===== src/rtl/endian_lsu_pkg.sv =====
package endian_lsu_pkg;
  localparam int XLEN   = 64;
  localparam int NBYTES = XLEN / 8;
  localparam int OFF_W  = $clog2(NBYTES);

  typedef enum logic [1:0] {SZ_B = 2'd0, SZ_H = 2'd1, SZ_W = 2'd2, SZ_D = 2'd3} acc_size_e;
  typedef enum logic [1:0] {CSR_NOP = 2'd0, CSR_WRITE = 2'd1, CSR_SET = 2'd2, CSR_CLEAR = 2'd3} csr_op_e;
  typedef enum logic [1:0] {ST_IDLE, ST_MEM, ST_WAIT, ST_RESP} lsu_state_e;

  typedef struct packed {
    logic             store;
    acc_size_e        size;
    logic [OFF_W-1:0] off;
    logic             sext;
    logic             be_mode;
  } acc_ctl_t;
endpackage


===== src/rtl/endian_mode_csr.sv =====
module endian_mode_csr
  import endian_lsu_pkg::*;
#(
  parameter int XLEN_P  = XLEN,
  parameter int MBE_POS = 37,
  parameter int SBE_POS = 36,
  parameter int UBE_POS = 6
) (
  input  logic              clk,
  input  logic              rst_n,
  input  logic              csr_valid,
  input  logic [1:0]        csr_op,
  input  logic [XLEN_P-1:0] csr_wdata,
  output logic              mode_be,
  output logic [XLEN_P-1:0] csr_rdata
);
  logic mode_q;
  logic hit;

  assign hit = csr_wdata[MBE_POS];

  always_ff @(posedge clk or negedge rst_n) begin
    if (!rst_n) begin
      mode_q <= 1'b0;
    end else if (csr_valid) begin
      case (csr_op_e'(csr_op))
        CSR_WRITE: mode_q <= hit;
        CSR_SET:   if (hit) mode_q <= 1'b1;
        CSR_CLEAR: if (hit) mode_q <= 1'b0;
        default:   mode_q <= mode_q;
      endcase
    end
  end

  assign mode_be = mode_q;

  // Lower privilege bits mirror the machine bit.
  always_comb begin
    csr_rdata          = '0;
    csr_rdata[MBE_POS] = mode_q;
    csr_rdata[SBE_POS] = mode_q;
    csr_rdata[UBE_POS] = mode_q;
  end

  // write loads the operand bit
  a_r2_write_loads: assert property (@(posedge clk) disable iff (!rst_n)
    csr_valid && csr_op == CSR_WRITE |=> mode_be == $past(csr_wdata[MBE_POS]));
  // set with the bit forces big-endian
  a_r2_set_forces: assert property (@(posedge clk) disable iff (!rst_n)
    csr_valid && csr_op == CSR_SET && csr_wdata[MBE_POS] |=> mode_be);
  // clear with the bit forces little-endian
  a_r2_clear_forces: assert property (@(posedge clk) disable iff (!rst_n)
    csr_valid && csr_op == CSR_CLEAR && csr_wdata[MBE_POS] |=> !mode_be);
  // no operation, no change
  a_r2_idle_holds: assert property (@(posedge clk) disable iff (!rst_n)
    !csr_valid |=> $stable(mode_be));
endmodule


===== src/rtl/endian_store_align.sv =====
module endian_store_align
  import endian_lsu_pkg::*;
#(
  parameter int XLEN_P = XLEN,
  localparam int NB    = XLEN_P / 8,
  localparam int OW    = $clog2(NB)
) (
  input  logic [1:0]        size,
  input  logic [OW-1:0]     off,
  input  logic              be_mode,
  input  logic [XLEN_P-1:0] wdata,
  output logic [XLEN_P-1:0] lanes,
  output logic [NB-1:0]     strobe
);
  logic [OW+1:0] nb_w;
  logic [OW+1:0] end_w;

  assign nb_w  = (OW + 2)'(1) << size;
  assign end_w = (OW + 2)'(off) + nb_w;

  for (genvar g = 0; g < NB; g++) begin : g_lane
    logic          active;
    logic [OW-1:0] rel;
    logic [OW+1:0] rev_w;
    logic [OW-1:0] src;

    assign active = ((OW + 2)'(g) >= (OW + 2)'(off)) && ((OW + 2)'(g) < end_w);
    assign rel    = OW'(g) - off;
    assign rev_w  = nb_w - (OW + 2)'(1) - (OW + 2)'(rel);
    assign src    = be_mode ? rev_w[OW-1:0] : rel;

    assign lanes[8*g +: 8] = active ? wdata[8*src +: 8] : 8'h00;
    assign strobe[g]       = active;
  end
endmodule


===== src/rtl/endian_load_extract.sv =====
module endian_load_extract
  import endian_lsu_pkg::*;
#(
  parameter int XLEN_P = XLEN,
  localparam int NB    = XLEN_P / 8,
  localparam int OW    = $clog2(NB)
) (
  input  logic [1:0]        size,
  input  logic [OW-1:0]     off,
  input  logic              sext,
  input  logic              be_mode,
  input  logic [XLEN_P-1:0] rdata,
  output logic [XLEN_P-1:0] result
);
  logic [OW:0]       nb_w;
  logic [XLEN_P-1:0] picked;
  logic              sign;

  assign nb_w = (OW + 1)'(1) << size;

  for (genvar g = 0; g < NB; g++) begin : g_pick
    logic [OW-1:0] fwd;
    logic [OW:0]   back;
    logic [OW-1:0] rev;

    assign fwd  = off + OW'(g);
    assign back = nb_w - (OW + 1)'(g + 1);
    assign rev  = off + back[OW-1:0];
    assign picked[8*g +: 8] = be_mode ? rdata[8*rev +: 8] : rdata[8*fwd +: 8];
  end

  always_comb begin
    sign   = 1'b0;
    result = '0;
    for (int k = 0; k < NB; k++) begin
      if ((OW + 1)'(k) == nb_w - (OW + 1)'(1)) sign = picked[8*k + 7];
      if ((OW + 1)'(k) < nb_w) result[8*k +: 8] = picked[8*k +: 8];
      else                     result[8*k +: 8] = {8{sext & sign}};
    end
  end

  // a byte access takes its lane unchanged in either mode
  always_comb begin
    if (size == 2'd0) begin
      a_r4_byte_passthrough: assert (result[7:0] == rdata[8*off +: 8]);
    end
  end
endmodule


===== src/rtl/endian_lsu_path.sv =====
module endian_lsu_path
  import endian_lsu_pkg::*;
(
  input  logic              clk,
  input  logic              rst_n,
  input  logic              csr_valid,
  input  logic [1:0]        csr_op,
  input  logic [XLEN-1:0]   csr_wdata,
  output logic [XLEN-1:0]   csr_rdata,
  input  logic              req_valid,
  output logic              req_ready,
  input  logic              req_store,
  input  logic [1:0]        req_size,
  input  logic [OFF_W-1:0]  req_offset,
  input  logic              req_sext,
  input  logic [XLEN-1:0]   req_wdata,
  output logic              req_fault,
  output logic              mem_req_valid,
  input  logic              mem_req_ready,
  output logic              mem_we,
  output logic [NBYTES-1:0] mem_be,
  output logic [XLEN-1:0]   mem_wdata,
  input  logic              mem_rsp_valid,
  input  logic [XLEN-1:0]   mem_rdata,
  output logic              ld_valid,
  input  logic              ld_ready,
  output logic [XLEN-1:0]   ld_data
);
  lsu_state_e        state_q;
  acc_ctl_t          ctl_q;
  logic [XLEN-1:0]   st_lanes_q;
  logic [NBYTES-1:0] st_be_q;
  logic [XLEN-1:0]   ld_q;
  logic              fault_q;

  logic              mode_be;
  logic [XLEN-1:0]   st_lanes;
  logic [NBYTES-1:0] st_be;
  logic [XLEN-1:0]   ld_result;
  logic [OFF_W:0]    nb_req;
  logic              misaligned;
  logic              req_fire;

  endian_mode_csr #(.XLEN_P(XLEN)) u_mode (
    .clk       (clk),
    .rst_n     (rst_n),
    .csr_valid (csr_valid),
    .csr_op    (csr_op),
    .csr_wdata (csr_wdata),
    .mode_be   (mode_be),
    .csr_rdata (csr_rdata)
  );

  endian_store_align #(.XLEN_P(XLEN)) u_store (
    .size    (req_size),
    .off     (req_offset),
    .be_mode (mode_be),
    .wdata   (req_wdata),
    .lanes   (st_lanes),
    .strobe  (st_be)
  );

  endian_load_extract #(.XLEN_P(XLEN)) u_load (
    .size    (ctl_q.size),
    .off     (ctl_q.off),
    .sext    (ctl_q.sext),
    .be_mode (ctl_q.be_mode),
    .rdata   (mem_rdata),
    .result  (ld_result)
  );

  assign nb_req     = (OFF_W + 1)'(1) << req_size;
  assign misaligned = |(req_offset & (nb_req[OFF_W-1:0] - OFF_W'(1)));
  assign req_ready  = (state_q == ST_IDLE);
  assign req_fire   = req_valid && req_ready;

  always_ff @(posedge clk or negedge rst_n) begin
    if (!rst_n) begin
      state_q    <= ST_IDLE;
      ctl_q      <= '0;
      st_lanes_q <= '0;
      st_be_q    <= '0;
      ld_q       <= '0;
      fault_q    <= 1'b0;
    end else begin
      fault_q <= 1'b0;
      case (state_q)
        ST_IDLE: begin
          if (req_valid) begin
            if (misaligned) begin
              fault_q <= 1'b1;
            end else begin
              ctl_q.store   <= req_store;
              ctl_q.size    <= acc_size_e'(req_size);
              ctl_q.off     <= req_offset;
              ctl_q.sext    <= req_sext;
              ctl_q.be_mode <= mode_be;
              st_lanes_q    <= req_store ? st_lanes : '0;
              st_be_q       <= st_be;
              state_q       <= ST_MEM;
            end
          end
        end
        ST_MEM: begin
          if (mem_req_ready) state_q <= ctl_q.store ? ST_IDLE : ST_WAIT;
        end
        ST_WAIT: begin
          if (mem_rsp_valid) begin
            ld_q    <= ld_result;
            state_q <= ST_RESP;
          end
        end
        ST_RESP: begin
          if (ld_ready) state_q <= ST_IDLE;
        end
        default: state_q <= ST_IDLE;
      endcase
    end
  end

  assign mem_req_valid = (state_q == ST_MEM);
  assign mem_we        = ctl_q.store;
  assign mem_be        = st_be_q;
  assign mem_wdata     = st_lanes_q;
  assign ld_valid      = (state_q == ST_RESP);
  assign ld_data       = ld_q;
  assign req_fault     = fault_q;

  // misaligned request faults and makes no memory request
  a_r9_fault_no_request: assert property (@(posedge clk) disable iff (!rst_n)
    req_fire && misaligned |=> req_fault && !mem_req_valid && !ld_valid);
  // memory request and its payload hold while stalled
  a_r10_mem_hold: assert property (@(posedge clk) disable iff (!rst_n)
    mem_req_valid && !mem_req_ready |=> mem_req_valid && $stable(mem_be) && $stable(mem_wdata));
  // load result holds while stalled
  a_r10_ld_hold: assert property (@(posedge clk) disable iff (!rst_n)
    ld_valid && !ld_ready |=> ld_valid && $stable(ld_data));
  // strobes count the access bytes
  a_r6_strobe_count: assert property (@(posedge clk) disable iff (!rst_n)
    mem_req_valid |-> $countones(mem_be) == (32'd1 << ctl_q.size));
  // an access in flight keeps the mode it was accepted with
  a_r8_mode_kept: assert property (@(posedge clk) disable iff (!rst_n)
    (state_q == ST_MEM || state_q == ST_WAIT) |=> $stable(ctl_q.be_mode));
endmodule


===== config.mk =====
export PLATFORM = sky130hd
export DESIGN_NAME = endian_lsu_path
export DESIGN_NICKNAME = d
export VERILOG_FILES = /design/src/rtl/endian_lsu_pkg.sv /design/src/rtl/endian_mode_csr.sv /design/src/rtl/endian_store_align.sv /design/src/rtl/endian_load_extract.sv /design/src/rtl/endian_lsu_path.sv
export SDC_FILE = /design/constraint.sdc
export NUM_CORES = 1
export LEC_CHECK = 0
export ABC_CLOCK_PERIOD_IN_PS = 6350
export CORE_MARGIN = 2
export CORE_UTILIZATION = 40
export DETAILED_ROUTE_END_ITERATION = 6
export HOLD_SLACK_MARGIN = 0.12
export PLACE_DENSITY = 0.69
export RECOVER_POWER = 25
export SYNTH_ARGS = -nofsm -noshare
export SYNTH_HDL_FRONTEND = slang
export SYNTH_HIERARCHICAL = 1
export SYNTH_SLANG_ARGS = --single-unit

===== constraint.sdc =====
create_clock -name clk -period 6.35 [get_ports clk]
set_input_delay 0.635 -clock clk [delete_from_list [all_inputs] [get_ports clk]]
set_output_delay 0.635 -clock clk [all_outputs]
set_load 0.05 [all_outputs]

**Word level (Yosys, flattened, before mapping)**

Index checks and enable logic that the tools add are counted.

- Shifts and indexed selects: 27
- Bitwise operators: 10
- Mux-type cells: 54
- $add $sub $neg: 42
- Eq/ne operators: 20
- Reduce and logical (&&, ||, !) cells: 15
- Order comparisons: 23

Operator list:

| kind | number |
|---|---|
| $shiftx 64x7->8 | 24 |
| $mux 8 | 24 |
| $mux 64 | 1 |
| $add 3x3->3 | 8 |
| $mux 3 | 8 |
| $sub 3x3->3 | 8 |
| $lt 3x5->1 const A | 4 |
| $eq 3x4->1 const A | 4 |
| $lt 3x4->1 const A | 4 |
| $mux 1 | 13 |
| $add 3x3->3 const B | 4 |
| $mux 2 | 6 |
| $sub 3x3->3 const A | 4 |
| $sub 3x3->3 const B | 4 |
| $lt 1x5->1 const A | 2 |
| $lt 2x5->1 const A | 2 |
| $ne 2x2->1 const B | 5 |
| $ge 3x3->1 const A | 3 |
| $sub 3x1->3 const B | 3 |
| $and 1x1->1 | 8 |
| $eq 2x2->1 const B | 4 |
| $eq 2x4->1 const A | 2 |
| $lt 1x4->1 const A | 2 |
| $lt 2x4->1 const A | 2 |
| 28 further kinds | 42 |

- Output and inout port bits: 205
- Input port bits: 208
- Register bits after elaboration: 148

**Longest topological paths before layout**

- Depth in word-level cells: 15
- Depth in mapped cells: 15
- Depth with buffers taken out: 12

**By module**

Netlist, hierarchy kept.

Modules (own cells, without submodules):

| module | area an instance (µm²) | cells each | sequential area each (µm²) | instances |
|---|---|---|---|---|
| endian_lsu_path | 5969.5 | 459 | 3678.5 | 1 |
| endian_load_extract | 3980.1 | 477 | 0.0 | 1 |
| endian_store_align | 3552.2 | 463 | 0.0 | 1 |
| endian_mode_csr | 574.3 | 75 | 25.0 | 1 |

**Worst setup path after synthesis**

No wires, ideal clock.

- Kind: register to register
- From: register ctl_q[5] (netlist name)
- To: register ld_q[16] (netlist: ld_data[16])
- Slack: 2.696 ns
- Stages on the path, launching flop included: 14
- Path buffers: 3
- Data arrival time: 3.529 ns
- Setup time: 0.125 ns
- Data required time: 6.225 ns
- Cells stage by stage: dfrtp_1 clkbuf_1 nor2_1 clkbuf_1 ha_1 inv_1 fa_1 mux2i_1 mux4_2 and3_4 a2111oi_4 buf_6 a21oi_2 mux2_2

- Word-level cells in the longest chain between the ends: 10

RTL lines:

| item | RTL line | RTL |
|---|---|---|
| $shl 1x2->4 (*) | endian_load_extract.sv:19 | `assign nb_w = (OW + 1)'(1) << size;` |
| $sub 4x1->4 | endian_load_extract.sv:36 | `if ((OW + 1)'(k) == nb_w - (OW + 1)'(1)) sign = picked[8*k + 7];` |
| $add 3x3->3 | endian_load_extract.sv:28 | `assign rev = off + back[OW-1:0];` |
| $shiftx 64x7->8 | endian_load_extract.sv:29 | `assign picked[8*g +: 8] = be_mode ? rdata[8*rev +: 8] : rdata[8*fwd +: 8];` |
| $mux 8 | endian_load_extract.sv:29 |  |
| $mux 1 (3 in a row) | endian_load_extract.sv:36 |  |
| $and 1x1->1 | endian_load_extract.sv:38 | `else result[8*k +: 8] = {8{sext & sign}};` |
| $mux 8 (*) | endian_load_extract.sv:37 | `if ((OW + 1)'(k) < nb_w) result[8*k +: 8] = picked[8*k +: 8];` |
| named net ld_result[16] | endian_lsu_path.sv:39 | `logic [XLEN-1:0] ld_result;` |
| end signal, assigned | endian_lsu_path.sv:109 | `ld_q <= ld_result;` |
| end, declared | endian_lsu_path.sv:33 | `logic [XLEN-1:0] ld_q;` |

The timed path passes the listed nets; every way through them passes the cells marked *.
A chain may end at the register's enable or synchronous reset.

==> results.cfg <==
[logic_synthesis]
netlist_area_um2 = 14080
synth.distinct_cells = 69
syn_area_per_cell_um2 = 9.550
synthArstFlopShare = 1.000
yosys_warnings = 6
ys_ff_latch = 148
synth_edf_count = 0
yosysSeqAreaShare = 0.2631
synth_top_flop_cell = dfrtp_1
synth_cells = 1474

[timing]
maxSlewHeadroom = -2.072
slew_violations = 93
finalCritPeriodShare = 0.7370
final.setup.tns_ps = 0
hold_viol_final = 0
finalSetupViolCount = 0
rsz0062_at_grt = false
layout_min_cycle_time_ps = 4680
fin_skew_ps = 8.196
fmax_mhz = 213.7
setup_ws_ps = 1670
tightestPinTransition_ps = 4608

[setup_path]
crit_required_ps = 5810
critPathArrivalTime_ps = 4140
cp_slowest_stage_delay_ps = 3400
crit_cells = 1
critPathTopFamily = buffers and inverters
path_class = in -> async
critPathSlowestCell = clkdlybuf4s25_1
setup.worst_path.start_class = primary input
endpoint = mem_wdata[48]
reg2reg_depth = 11
path_cells = clkdlybuf4s25_1
path_max_fanout = 92
worstReg2RegStart = ctl_q[5]
crit_buf_inv = 1
r2r-end = ld_data[32]
crit_start = rst_n
reg2reg_slack_ps = 1710
critPathCaptureType = asynchronous set/reset pin

[run]
maxCapViolations = 1

[clock_network]
cts_tree = yes
cts-root-buf = clkbuf_16
clock_latency_ps = 440
clockBufferDepth = 2
cts_resized = 0
cts-buffers-inserted = 17
htree_num_levels = 4
postCtsHoldBufs = 0
clock-sinks = 148
path_clk_slew_ps = 60
post-cts-setup-buffers = 0

[place]
dp_hpwl_um = 34430
pre_cts_slack_ps = 1582
place_congestion = 0.9158
placed_cell_area_um2 = 16880
port_buffers = 288

[global_routing]
grt_pass1_wl_um = 67830
first_global_vias = 11780
overflow = 0
grtUsageTotal = 0.2422
grt_max_degree = 93
antenna_found_initial = 2

[routing]
routedWlPerCell_um = 20.82
vias = 11860
drc = 0
drtIter0Drc = 770
wirelength_um = 45180
viasPerCell = 5.464
first_pass_iters = 5
detail-route-antenna-nets = 0

[min_path]
worstHoldPathType = reg -> reg
min_path_cells = 1

[floorplanning]
core_area_um2 = 34630
dieArea_um2 = 36710
ioPinCount = 413
die_h_um = 191.6
die_x_um = 191.6
rows = 68
start_util = 0.4065

[pwr]
ir_drop_mv = 0.5039
power.density_nw_per_um2 = 649.4
cellLeakagePower_nw = 7.931

[layout]
stdcell_area_um2 = 17480
fin_util = 0.5047
n_antenna_cell = 0
layout-drive-gt1-share = 0.1108
area_delta_synth_final_pct = 24.15
fin_nets = 1948

[run_status]
violations = max-capacitance violations, max-slew violations
status = complete, but fails checks
[how the worst min path moves through the flow]
| stage | start | endpoint | slack [ps] |
|---|---|---|---|
| floorplan | rst_n | asynchronous set/reset pin | 340 |
| global placement | mem_be[4] | mem_be[4] | 470 |
| detailed placement | mem_be[2] | mem_be[2] | 470 |
| CTS | rst_n | ld_data[62] | 310 |
| global route | mem_be[6] | mem_be[6] | 500 |
| finish | mem_be[2] | mem_be[2] | 490 |
[power by group]
group | internal, mW | switching (mW)
combinational | 3.31 | 5.23
sequential | 1.39 | 0.345
clock | 0.663 | 0.416
total | 5.36 | 5.99
[cell usage after synthesis, types with 3 or more instances]
cell type    n  area [µm²]
a21boi_0     8       60.06
a21o_1       6       45.04
a21oi_1     85       425.4
a21oi_2     13       113.9
a31oi_1      3       18.77
and2_1       6       37.54
and3_1      16       100.1
buf_2       30       150.1
buf_4       89       668.1
buf_6       19       214.0
clkbuf_1    24       90.09
dfrtp_1    148        3704
fa_1         9       180.2
ha_1        28       350.3
inv_1      108       405.4
mux2_1      16       180.2
mux2_2      69       777.0
mux2i_1    376        3764
mux4_2      19       427.9
nand2_1    181       679.4
nand2b_1     3       18.77
nand3_1      8       40.04
nand4_1      9       56.30
nor2_1      34       127.6
nor2b_1      8       50.05
nor3_1      10       50.05
o211ai_1    26       195.2
o21a_1       7       52.55
o21ai_0     24       120.1
o21ai_1     14       70.07
o221ai_1     8       70.07
o22ai_1      7       43.79
o32ai_1      7       61.31
xnor2_1      5       43.79
xnor2_2      4       65.06
xor2_2       3       48.80
[sequential cells by signal, summed over array words and instances (netlist names), named ones only]
signal          cells
ld_data            64
mem_wdata          64
mem_be              8
ctl_q               7
mem_we              1
req_fault           1
state_q             1
u_mode/mode_be      1
[cells by family after synthesis]
kind of cell,after synthesis,share of synthesized area
other,1,0.0002664
adders and majority gates,37,0.03769
muxes,483,0.3700
buffers and inverters,275,0.1117
AOI/OAI and AO/OA,227,0.1057
DFF,148,0.2631
and+or+nand+nor,282,0.08667
xor gates and xnor gates,21,0.02489
[placed cells by master, fill, tap and decap left out, types with 8 or more instances in the layout]
master,instances
ha_1,28
mux2_1,16
a21boi_0,8
mux2i_1,373
a21oi_2,13
o221ai_1,8
dfrtp_1,148
inv_1,108
fa_1,9
mux2_2,69
nand3_1,8
clkdlybuf4s50_1,283
nor2b_1,8
o21ai_1,14
conb_1,61
nor2_1,34
nand4_1,9
mux4_2,19
o211ai_1,26
o21ai_0,24
and3_1,16
nor3_1,10
a21oi_1,85
clkbuf_16,17
nand2_1,180
buf_4,25
[stage by stage]
step	power [mW]	hold WS, ps	instances
floorplan	7.884	339.4	1534
global placement	10.08	471.1	2139
detailed placement	10.19	474.0	2139
CTS	11.32	312.1	2170
global route	11.91	499.6	2170
finish	11.35	485.8	2170
[layer usage]
layer,vias to the layer above,share of wire,GRT usage,routed length (µm)
met5,-,0.00058,0,26
met4,4,0.034,0.09556,1557
met3,71,0.086,0.06961,3883
met2,494,0.47,0.4070,21370
met1,5786,0.41,0.2917,18350
li1,5502,-,-,-
[final cells by class]
type                       count  area [µm²]
fill                        3215       17150
multi-input combinational   1111        9077
sequential                   148        3704
timing repair buffer         315        3105
tap                          455       569.3
clock buffer                  21       450.4
inverter                     110       412.9
clock inverter                10       156.4
(Power assumes the default switching activity.)
